$ cat src/rtl/scl_gen_pkg.sv
package scl_gen_pkg;

    // Width of every configuration register
    parameter int unsigned REG_W = 8;
    // Phase counter width: register width plus room for the fixed offset
    parameter int unsigned PH_W = REG_W + 1;

    // Fixed tick offsets added to the programmed phase values
    parameter int unsigned LOW_OFS  = 7;
    parameter int unsigned HIGH_OFS = 5;

    // Number of configuration registers and their select codes
    parameter int unsigned NUM_CFG = 3;
    localparam logic [1:0] SEL_DIV  = 2'd0;
    localparam logic [1:0] SEL_LOW  = 2'd1;
    localparam logic [1:0] SEL_HIGH = 2'd2;

    typedef enum logic [1:0] {
        PH_IDLE = 2'd0,
        PH_LOW  = 2'd1,
        PH_HIGH = 2'd2
    } scl_phase_e;

    typedef struct packed {
        logic [REG_W-1:0] div;
        logic [REG_W-1:0] low;
        logic [REG_W-1:0] high;
    } scl_cfg_t;

    // Phase length in ticks: programmed value plus fixed offset
    function automatic logic [PH_W-1:0] phase_len(input logic [REG_W-1:0] val,
                                                   input int unsigned ofs);
        return PH_W'(val) + PH_W'(ofs);
    endfunction

endpackage

$ cat src/rtl/scl_cfg_bank.sv
module scl_cfg_bank
    import scl_gen_pkg::*;
(
    input  logic             clk,
    input  logic             rst,
    input  logic             lock,
    input  logic             wr_en,
    input  logic [1:0]       wr_sel,
    input  logic [REG_W-1:0] wr_data,
    output scl_cfg_t         cfg
);

    logic [REG_W-1:0] regs [NUM_CFG];

    // One register per select code; a write lands only while unlocked
    for (genvar g = 0; g < NUM_CFG; g++) begin : g_reg
        always_ff @(posedge clk) begin
            if (rst) begin
                regs[g] <= '0;
            end else if (wr_en && !lock && (wr_sel == 2'(g))) begin
                regs[g] <= wr_data;
            end
        end
    end

    always_comb begin
        cfg.div  = regs[SEL_DIV];
        cfg.low  = regs[SEL_LOW];
        cfg.high = regs[SEL_HIGH];
    end

endmodule

$ cat src/rtl/scl_tick_div.sv
module scl_tick_div
    import scl_gen_pkg::*;
(
    input  logic             clk,
    input  logic             rst,
    input  logic             count_en,
    input  logic [REG_W-1:0] div,
    output logic             tick
);

    logic [REG_W-1:0] cnt;
    logic             wrap;

    assign wrap = (cnt == div);
    assign tick = count_en && wrap;

    always_ff @(posedge clk) begin
        if (rst || !count_en) begin
            cnt <= '0;
        end else if (wrap) begin
            cnt <= '0;
        end else begin
            cnt <= cnt + 1'b1;
        end
    end

endmodule

$ cat src/rtl/scl_phase_seq.sv
module scl_phase_seq
    import scl_gen_pkg::*;
(
    input  logic            clk,
    input  logic            rst,
    input  logic            active,
    input  logic            tick,
    input  logic [PH_W-1:0] low_len,
    input  logic [PH_W-1:0] high_len,
    output logic            busy,
    output logic            scl_low,
    output logic            shift_stb,
    output logic            sample_stb
);

    scl_phase_e      state;
    logic [PH_W-1:0] ph_cnt;
    logic [PH_W-1:0] low_mid;
    logic            low_last;
    logic            high_last;
    logic            low_mid_hit;

    assign low_mid     = low_len >> 1;
    assign low_last    = (ph_cnt == low_len - 1'b1);
    assign high_last   = (ph_cnt == high_len - 1'b1);
    assign low_mid_hit = (ph_cnt == low_mid - 1'b1);

    assign busy    = (state != PH_IDLE);
    assign scl_low = (state == PH_LOW);

    always_ff @(posedge clk) begin
        if (rst || !active) begin
            state      <= PH_IDLE;
            ph_cnt     <= '0;
            shift_stb  <= 1'b0;
            sample_stb <= 1'b0;
        end else begin
            shift_stb  <= 1'b0;
            sample_stb <= 1'b0;
            case (state)
                PH_IDLE: begin
                    state  <= PH_LOW;
                    ph_cnt <= '0;
                end
                PH_LOW: begin
                    if (tick) begin
                        shift_stb <= low_mid_hit;
                        if (low_last) begin
                            state      <= PH_HIGH;
                            ph_cnt     <= '0;
                            sample_stb <= 1'b1;
                        end else begin
                            ph_cnt <= ph_cnt + 1'b1;
                        end
                    end
                end
                PH_HIGH: begin
                    if (tick) begin
                        if (high_last) begin
                            state  <= PH_LOW;
                            ph_cnt <= '0;
                        end else begin
                            ph_cnt <= ph_cnt + 1'b1;
                        end
                    end
                end
                default: begin
                    state  <= PH_IDLE;
                    ph_cnt <= '0;
                end
            endcase
        end
    end

endmodule

$ cat src/rtl/scl_clock_gen.sv
module scl_clock_gen
    import scl_gen_pkg::*;
(
    input  logic             clk,
    input  logic             rst,
    input  logic             enable,
    input  logic             run,
    input  logic             cfg_we,
    input  logic [1:0]       cfg_sel,
    input  logic [REG_W-1:0] cfg_wdata,
    output logic             tick_o,
    output logic             scl_drive_low,
    output logic             shift_stb,
    output logic             sample_stb
);

    scl_cfg_t        cfg;
    logic            active;
    logic            busy;
    logic            tick;
    logic [PH_W-1:0] low_len;
    logic [PH_W-1:0] high_len;

    assign active   = enable && run;
    assign low_len  = phase_len(cfg.low, LOW_OFS);
    assign high_len = phase_len(cfg.high, HIGH_OFS);
    assign tick_o   = tick;

    scl_cfg_bank u_cfg (
        .clk     (clk),
        .rst     (rst),
        .lock    (enable),
        .wr_en   (cfg_we),
        .wr_sel  (cfg_sel),
        .wr_data (cfg_wdata),
        .cfg     (cfg)
    );

    scl_tick_div u_div (
        .clk      (clk),
        .rst      (rst),
        .count_en (active && busy),
        .div      (cfg.div),
        .tick     (tick)
    );

    scl_phase_seq u_seq (
        .clk        (clk),
        .rst        (rst),
        .active     (active),
        .tick       (tick),
        .low_len    (low_len),
        .high_len   (high_len),
        .busy       (busy),
        .scl_low    (scl_drive_low),
        .shift_stb  (shift_stb),
        .sample_stb (sample_stb)
    );

endmodule

$ cat config.mk
export PLATFORM = sky130hd
export DESIGN_NAME = scl_clock_gen
export DESIGN_NICKNAME = d
export VERILOG_FILES = /design/src/rtl/scl_gen_pkg.sv /design/src/rtl/scl_cfg_bank.sv /design/src/rtl/scl_tick_div.sv /design/src/rtl/scl_phase_seq.sv /design/src/rtl/scl_clock_gen.sv
export SDC_FILE = /design/constraint.sdc
export NUM_CORES = 1
export LEC_CHECK = 0
export BUFFER_PORTS_ARGS = -buffer_cell sky130_fd_sc_hd__buf_4
export CORE_MARGIN = 2
export CORE_UTILIZATION = 50
export CTS_BUF_LIST = sky130_fd_sc_hd__clkbuf_8
export DETAILED_ROUTE_END_ITERATION = 16
export MAX_ROUTING_LAYER = met4
export PLACE_DENSITY = 0.68
export SETUP_SLACK_MARGIN = 0.15
export SLEW_MARGIN = 5
export SYNTH_ARGS = -nofsm -noshare
export SYNTH_HDL_FRONTEND = slang
export SYNTH_SLANG_ARGS = --single-unit
export TNS_END_PERCENT = 20
$ cat constraint.sdc
create_clock -name clk -period 4 [get_ports clk]
set_input_delay 1.2 -clock clk [delete_from_list [all_inputs] [get_ports clk]]
set_output_delay 1.2 -clock clk [all_outputs]
set_load 0.05 [all_outputs]
# Word level (Yosys, flattened, before mapping)
# Memories as Yosys holds them, arrays and structs flattened.
# Cells that the tools add are included.
[classes]
addsub = 7
eq_ne = 12
n_mux = 25
bitwise_logic = 5
n_reduce_logical = 19
[ops]
columns = ["operator", "n"]
rows = [
  ["$mux W9", 4],
  ["$eq A9 B9 Y1", 3],
  ["$mux W8", 3],
  ["$add A8 B3 Y9 const B", 2],
  ["$pmux W9 S2", 1],
  ["$sub A9 B1 Y9 const B", 2],
  ["$mux W1", 12],
  ["$add A9 B1 Y9 const B", 1],
  ["$sub A8 B1 Y9 const B", 1],
  ["$add A8 B1 Y8 const B", 1],
  ["$eq A8 B8 Y1", 1],
  ["$mux W2", 4],
  ["$logic_and A1 B1 Y1", 7],
  ["$pmux W2 S3", 1],
  ["$eq A2 B1 Y1 const B", 2],
  ["$eq A2 B2 Y1 const B", 2],
  ["$logic_not A2 Y1", 2],
  ["$ne A2 B1 Y1 const B", 2],
  ["$ne A2 B2 Y1 const B", 2],
  ["$reduce_and A4 Y1", 1],
  ["$logic_not A1 Y1", 3],
  ["$or A1 B1 Y1", 3],
  ["$reduce_or A3 Y1", 1],
  ["$logic_or A1 B1 Y1", 2],
  ["other kinds (4)", 5],
]
[word_totals]
reg_bits = 21
mem_bits_rw = 24
out_inout_bits = 4
elab_cells = 74
memories = 1
[mem_list]
columns = ["memory", "words", "width", "read_ports", "rd_clocked_by_memory_dff", "write_ports", "line", "text"]
rows = [
  ["u_cfg.regs", 3, 8, 3, 0, 3, "scl_cfg_bank.sv:13", "logic [REG_W-1:0] regs [NUM_CFG];"],
]

# Depth between registers and ports, before layout
[logic_depth]
word_depth = 7
ltp_mapped = 14
mapped_depth_nobuf = 12

# Modules after synthesis
# Synthesis repeated with hierarchy kept, for this count alone.
[hier_totals]
hier_cells = 356
hier_area_um2 = 3331.9
[by_module_without_submodules]
columns = ["mod", "n_inst", "cells_per_inst", "area_each_um2", "seq_area_each_um2"]
rows = [
  ["scl_phase_seq", 1, 212, 1596.5, 260.2],
  ["scl_cfg_bank", 1, 59, 973.4, 720.7],
  ["scl_tick_div", 1, 47, 476.7, 160.2],
  ["scl_clock_gen", 1, 38, 285.3, 0.0],
]

# Worst setup path before layout
# Ideal clock, no wire load.
[synth_timing]
path_kind = "input -> output"
startpoint = "in enable"
endpoint = "out tick_o"
t_arrival_ps = 2847
t_required_ps = 2800
setup_slack_ps = -47
path_stages = 2
path_cell_list = "nand2_1 nor4_1"
[synth_between]
elab_chain_len = 3
[synth_lines]
columns = ["item", "line", "text"]
rows = [
  ["from (decl)", "scl_clock_gen.sv:6", "input logic enable,"],
  ["$logic_and A1 B1 Y1", "scl_clock_gen.sv:24", "assign active = enable && run;"],
  ["$logic_and A1 B1 Y1", "scl_clock_gen.sv:42", ".count_en (active && busy),"],
  ["$logic_and A1 B1 Y1", "scl_tick_div.sv:15", "assign tick = count_en && wrap;"],
  ["to (decl)", "scl_clock_gen.sv:11", "output logic tick_o,"],
]
# Every way passes these cells.

==> out/results.tsv <==
stage	metric	value	unit
routing	drt wl/cell	14.8	um
logic_synthesis	Synth Cell Area	3100	um^2
routing	drt via density	5.63	
logic_synthesis	Seq cells post-synth	45	
routing	routed wire length	6310	um
routing	DRC violations left	0	
worst_setup_path	Worst path slowest cell	or4_1	
grt	GRT overflow	0	
routing	via count	2392	
worst_setup_path	Critical Setup Path Class	flip-flop to flip-flop	
grt	first-pass GRT wire length	10500	um
logic_synthesis	register area share after synthesis	36.8	%
routing	drt first pass iters	4	
sta	Final Hold Vio Count	0	
power	peak supply drop	245	uV
clock_tree	post-CTS setup repair buffer count	0	
place	Post-DP Area	3280	um^2
clock_tree	CTS buffer count	5	
power	pwr/cell area	284	nW/um^2
sta	max-slew violations	0	
sta	fmax	0.276	GHz
logic_synthesis	Syn. warnings	0	
grt	largest net degree at the start of global routing	16	
sta	Layout Skew	5.14	ps
sta	Rel. slew slack	32.6	%
floorplan	Die Area	6850	um^2
logic_synthesis	Synth async-reset ratio	0	%
job	max_cap viols	0	
clock_tree	clock root cell	clkbuf_8	
finish	FF/Latch Area	1140	um^2
worst_setup_path	cell mode on critical path	or4_1	
worst_hold_path	hold path depth	1	
worst_setup_path	largest fanout on the critical path	10	
worst_hold_path	worst min-delay path category	flip-flop to flip-flop	
finish	layout cells sized above 1	12.0	%
place	RD Place Congestion	0.842	
floorplan	Initial Util	52.1	%
clock_tree	post-CTS resize count	0	
clock_tree	TritonCTS clock tree	built	
worst_setup_path	CP Launch Point	u_cfg.regs[1][1]$_SDFFCE_PN0P_	
floorplan	Die X	82.8	um
logic_synthesis	Post-Syn Nets	363	
clock_tree	Clk pin slew, worst setup/hold paths	90	ps
clock_tree	CTS max path bufs	2	
clock_tree	worst skew pair latency	300	ps
clock_tree	Clock Sinks	45	
worst_setup_path	reg-to-reg critical path startpoint	u_cfg.regs[1][1]$_SDFFCE_PN0P_	
worst_setup_path	FF-to-FF setup slack	380	ps
routing	post-route ant nets	0	
floorplan	IO Pins	19	
worst_setup_path	crit path launch type	flip-flop	
clock_tree	H-tree depth	2	
floorplan	core area	5960	um^2
sta	period utilization	90.4	%
logic_synthesis	Yosys cell types	57	
sta	unrepaired setup endpoints after global routing	no	
worst_hold_path	hold_sp	u_div.cnt[0]$_SDFF_PP0_	
finish	area occupied by multi-input gates	1880	um^2
grt	Total Routing Usage GR	20.9	%
sta	Slew @ Worst Pin	998	ps
worst_setup_path	Worst Path Arrival	3860	ps
place	DP Wirelength	4910	um
power	leakage power	1.25	nW
place	I/O Buffers	18	
floorplan	row count	28	
finish	fin area	3390	um^2
logic_synthesis	ys flop type	edfxtp_1	
worst_setup_path	Crit path required time	4240	ps
finish	P&R area growth vs syn	9.44	%
logic_synthesis	number of synthesized flops with an enable pin	24	
logic_synthesis	Mapped Avg Cell Area	9.18	um^2
finish	Final Util	57.0	%
sta	final setup TNS	0	ps
power	total power	0.965	mW
worst_setup_path	CP bufs+invs	1	
sta	fin crit period	3620	ps
status	status	finished clean	
logic_synthesis	Cells after Synth	338	
worst_setup_path	Worst path max stage delay	490	ps
finish	fillers	549	
grt	number of global-route vias before repair	2281	
worst_setup_path	R2R depth	12	
sta	final setup vio count	0	
finish	Antenna Cells	0	
finish	Nets	374	
worst_setup_path	Worst setup EP type	flip-flop	
grt	initial antenna violation count	0	
floorplan	height of the die	82.8	um
routing	DRT iter0 DRCs	187	
worst_setup_path	CP top delay family	simple AND/OR/NAND/NOR gates	
worst_setup_path	worst reg2reg path endpoint	u_seq.state[0]$_SDFFE_PP0P_	
worst_setup_path	crit-path cells	inv_1 -> ha_4 -> xnor2_2 -> ha_1 -> nand3_1 -> or4_1 -> nand4_1 -> or4b_1 -> o31a_2 -> o31a_4 -> or4_1 -> a21oi_1	
clock_tree	hold-fix buffers at CTS	0	
worst_hold_path	hold worst-path end	u_div.cnt[0]$_SDFF_PP0_	
[worst max-delay path by stage]
stage / cells past startpoint / endpoint / slack, ps
final: 12 / u_seq.state[0]$_SDFFE_PP0P_ / 380
after CTS: 12 / u_seq.state[0]$_SDFFE_PP0P_ / 220
after floorplan: 14 / u_seq.state[0]$_SDFFE_PP0P_ / 420
after global placement: 12 / u_seq.state[0]$_SDFFE_PP0P_ / 380
after detailed placement: 12 / u_seq.state[0]$_SDFFE_PP0P_ / 220
after global routing: 12 / u_seq.state[0]$_SDFFE_PP0P_ / 180
[layout by cell type (no fill, tap or decap), types with 2 or more instances in the layout]
| cell | n |
|---|---|
| inv_1 | 11 |
| xor2_1 | 18 |
| nand2b_1 | 2 |
| or4_1 | 3 |
| nand2_1 | 21 |
| o21ai_0 | 9 |
| dfxtp_1 | 21 |
| a31oi_1 | 3 |
| nor2b_1 | 5 |
| nor4_1 | 4 |
| ha_1 | 9 |
| and2_1 | 27 |
| buf_4 | 20 |
| o31ai_1 | 2 |
| o31a_2 | 2 |
| edfxtp_1 | 24 |
| and3_1 | 11 |
| clkbuf_8 | 5 |
| o21a_1 | 2 |
| a21oi_1 | 6 |
| nand3_1 | 19 |
| o21bai_1 | 3 |
| xnor3_1 | 2 |
| or3b_2 | 2 |
| nor2_1 | 25 |
| o221ai_1 | 4 |
| nor3_1 | 11 |
| nand4_1 | 5 |
| nor3b_1 | 2 |
| or4b_1 | 2 |
| or3_1 | 4 |
| or2_2 | 2 |
| xnor2_1 | 36 |
[stage by stage]
step / setup WS (ps) / cells / hold slack, ps
finish: 383 / 425 / 508
global route: 181 / 425 / 541
CTS: 215 / 425 / 513
detailed placement: 222 / 417 / 492
global placement: 376 / 417 / 495
floorplan: 415 / 338 / 460
[synthesized netlist by cell type (2+ instances only)]
cell type	count	share of area, %
nor4_1	5	1.0
a21oi_1	6	0.97
ha_1	10	4.0
nor2_1	25	3.0
nand2b_1	2	0.40
or3b_2	2	0.56
xnor3_1	2	1.5
nor2b_1	5	1.0
o21ai_0	9	1.5
dfxtp_1	21	14
clkbuf_1	11	1.3
o21a_1	2	0.48
o31a_2	2	0.65
and2_1	27	5.4
or4b_1	2	0.65
nor3_1	11	1.8
o221ai_1	4	1.1
inv_1	11	1.3
nor3b_1	2	0.48
buf_2	3	0.48
nand4_1	5	1.0
xor2_1	18	5.1
a31oi_1	3	0.61
or3_1	4	0.81
o21bai_1	3	0.73
or2_2	2	0.40
or4_1	3	0.73
edfxtp_1	24	23
nand2_1	21	2.5
o31ai_1	2	0.48
and3_1	11	2.2
xnor2_1	37	10
nand3_1	19	3.1
[routing by layer]
metal  part of all wire [%]  global-route usage, %  up-vias
met3                    4.5                   4.02        9
met4                    1.4                   6.07        0
met5                      0                      -        -
met2                     47                   32.9       53
li1                       -                      -     1226
met1                     47                   27.6     1104
[kinds of logic (layout without fill, tap and decap cells)]
kind of cell,Yosys count,count (layout),share of synthesized area [%]
compound gates,45,45,10.5
xor+xnor,58,58,17.7
simple gates,152,152,26.8
mux,1,1,0.363
flops,45,45,36.8
fa+ha+maj,10,10,4.03
buf+inv,27,39,3.75
[flip-flops by register name (all words and copies together) (netlist names)]
signal	cells
u_seq.ph_cnt	9
u_cfg.regs	24
u_seq.shift_stb	1
u_seq.state	2
u_div.cnt	8
u_seq.sample_stb	1
[where the power goes]
part	switching (mW)	internal, mW
logic	0.0812	0.0765
clock network	0.159	0.124
registers	0.0205	0.503
[cell type report]
type / count / area share [%]
Timing Repair Buffer: 20 / 4.42
Multi-Input combinational cell: 266 / 55.3
Clock buffer: 5 / 2.03
Sequential cell: 45 / 33.6
Inverter: 11 / 1.22
Clock inverter: 3 / 0.627
Tap cell: 75 / 2.76
(Power assumes the default switching activity.)
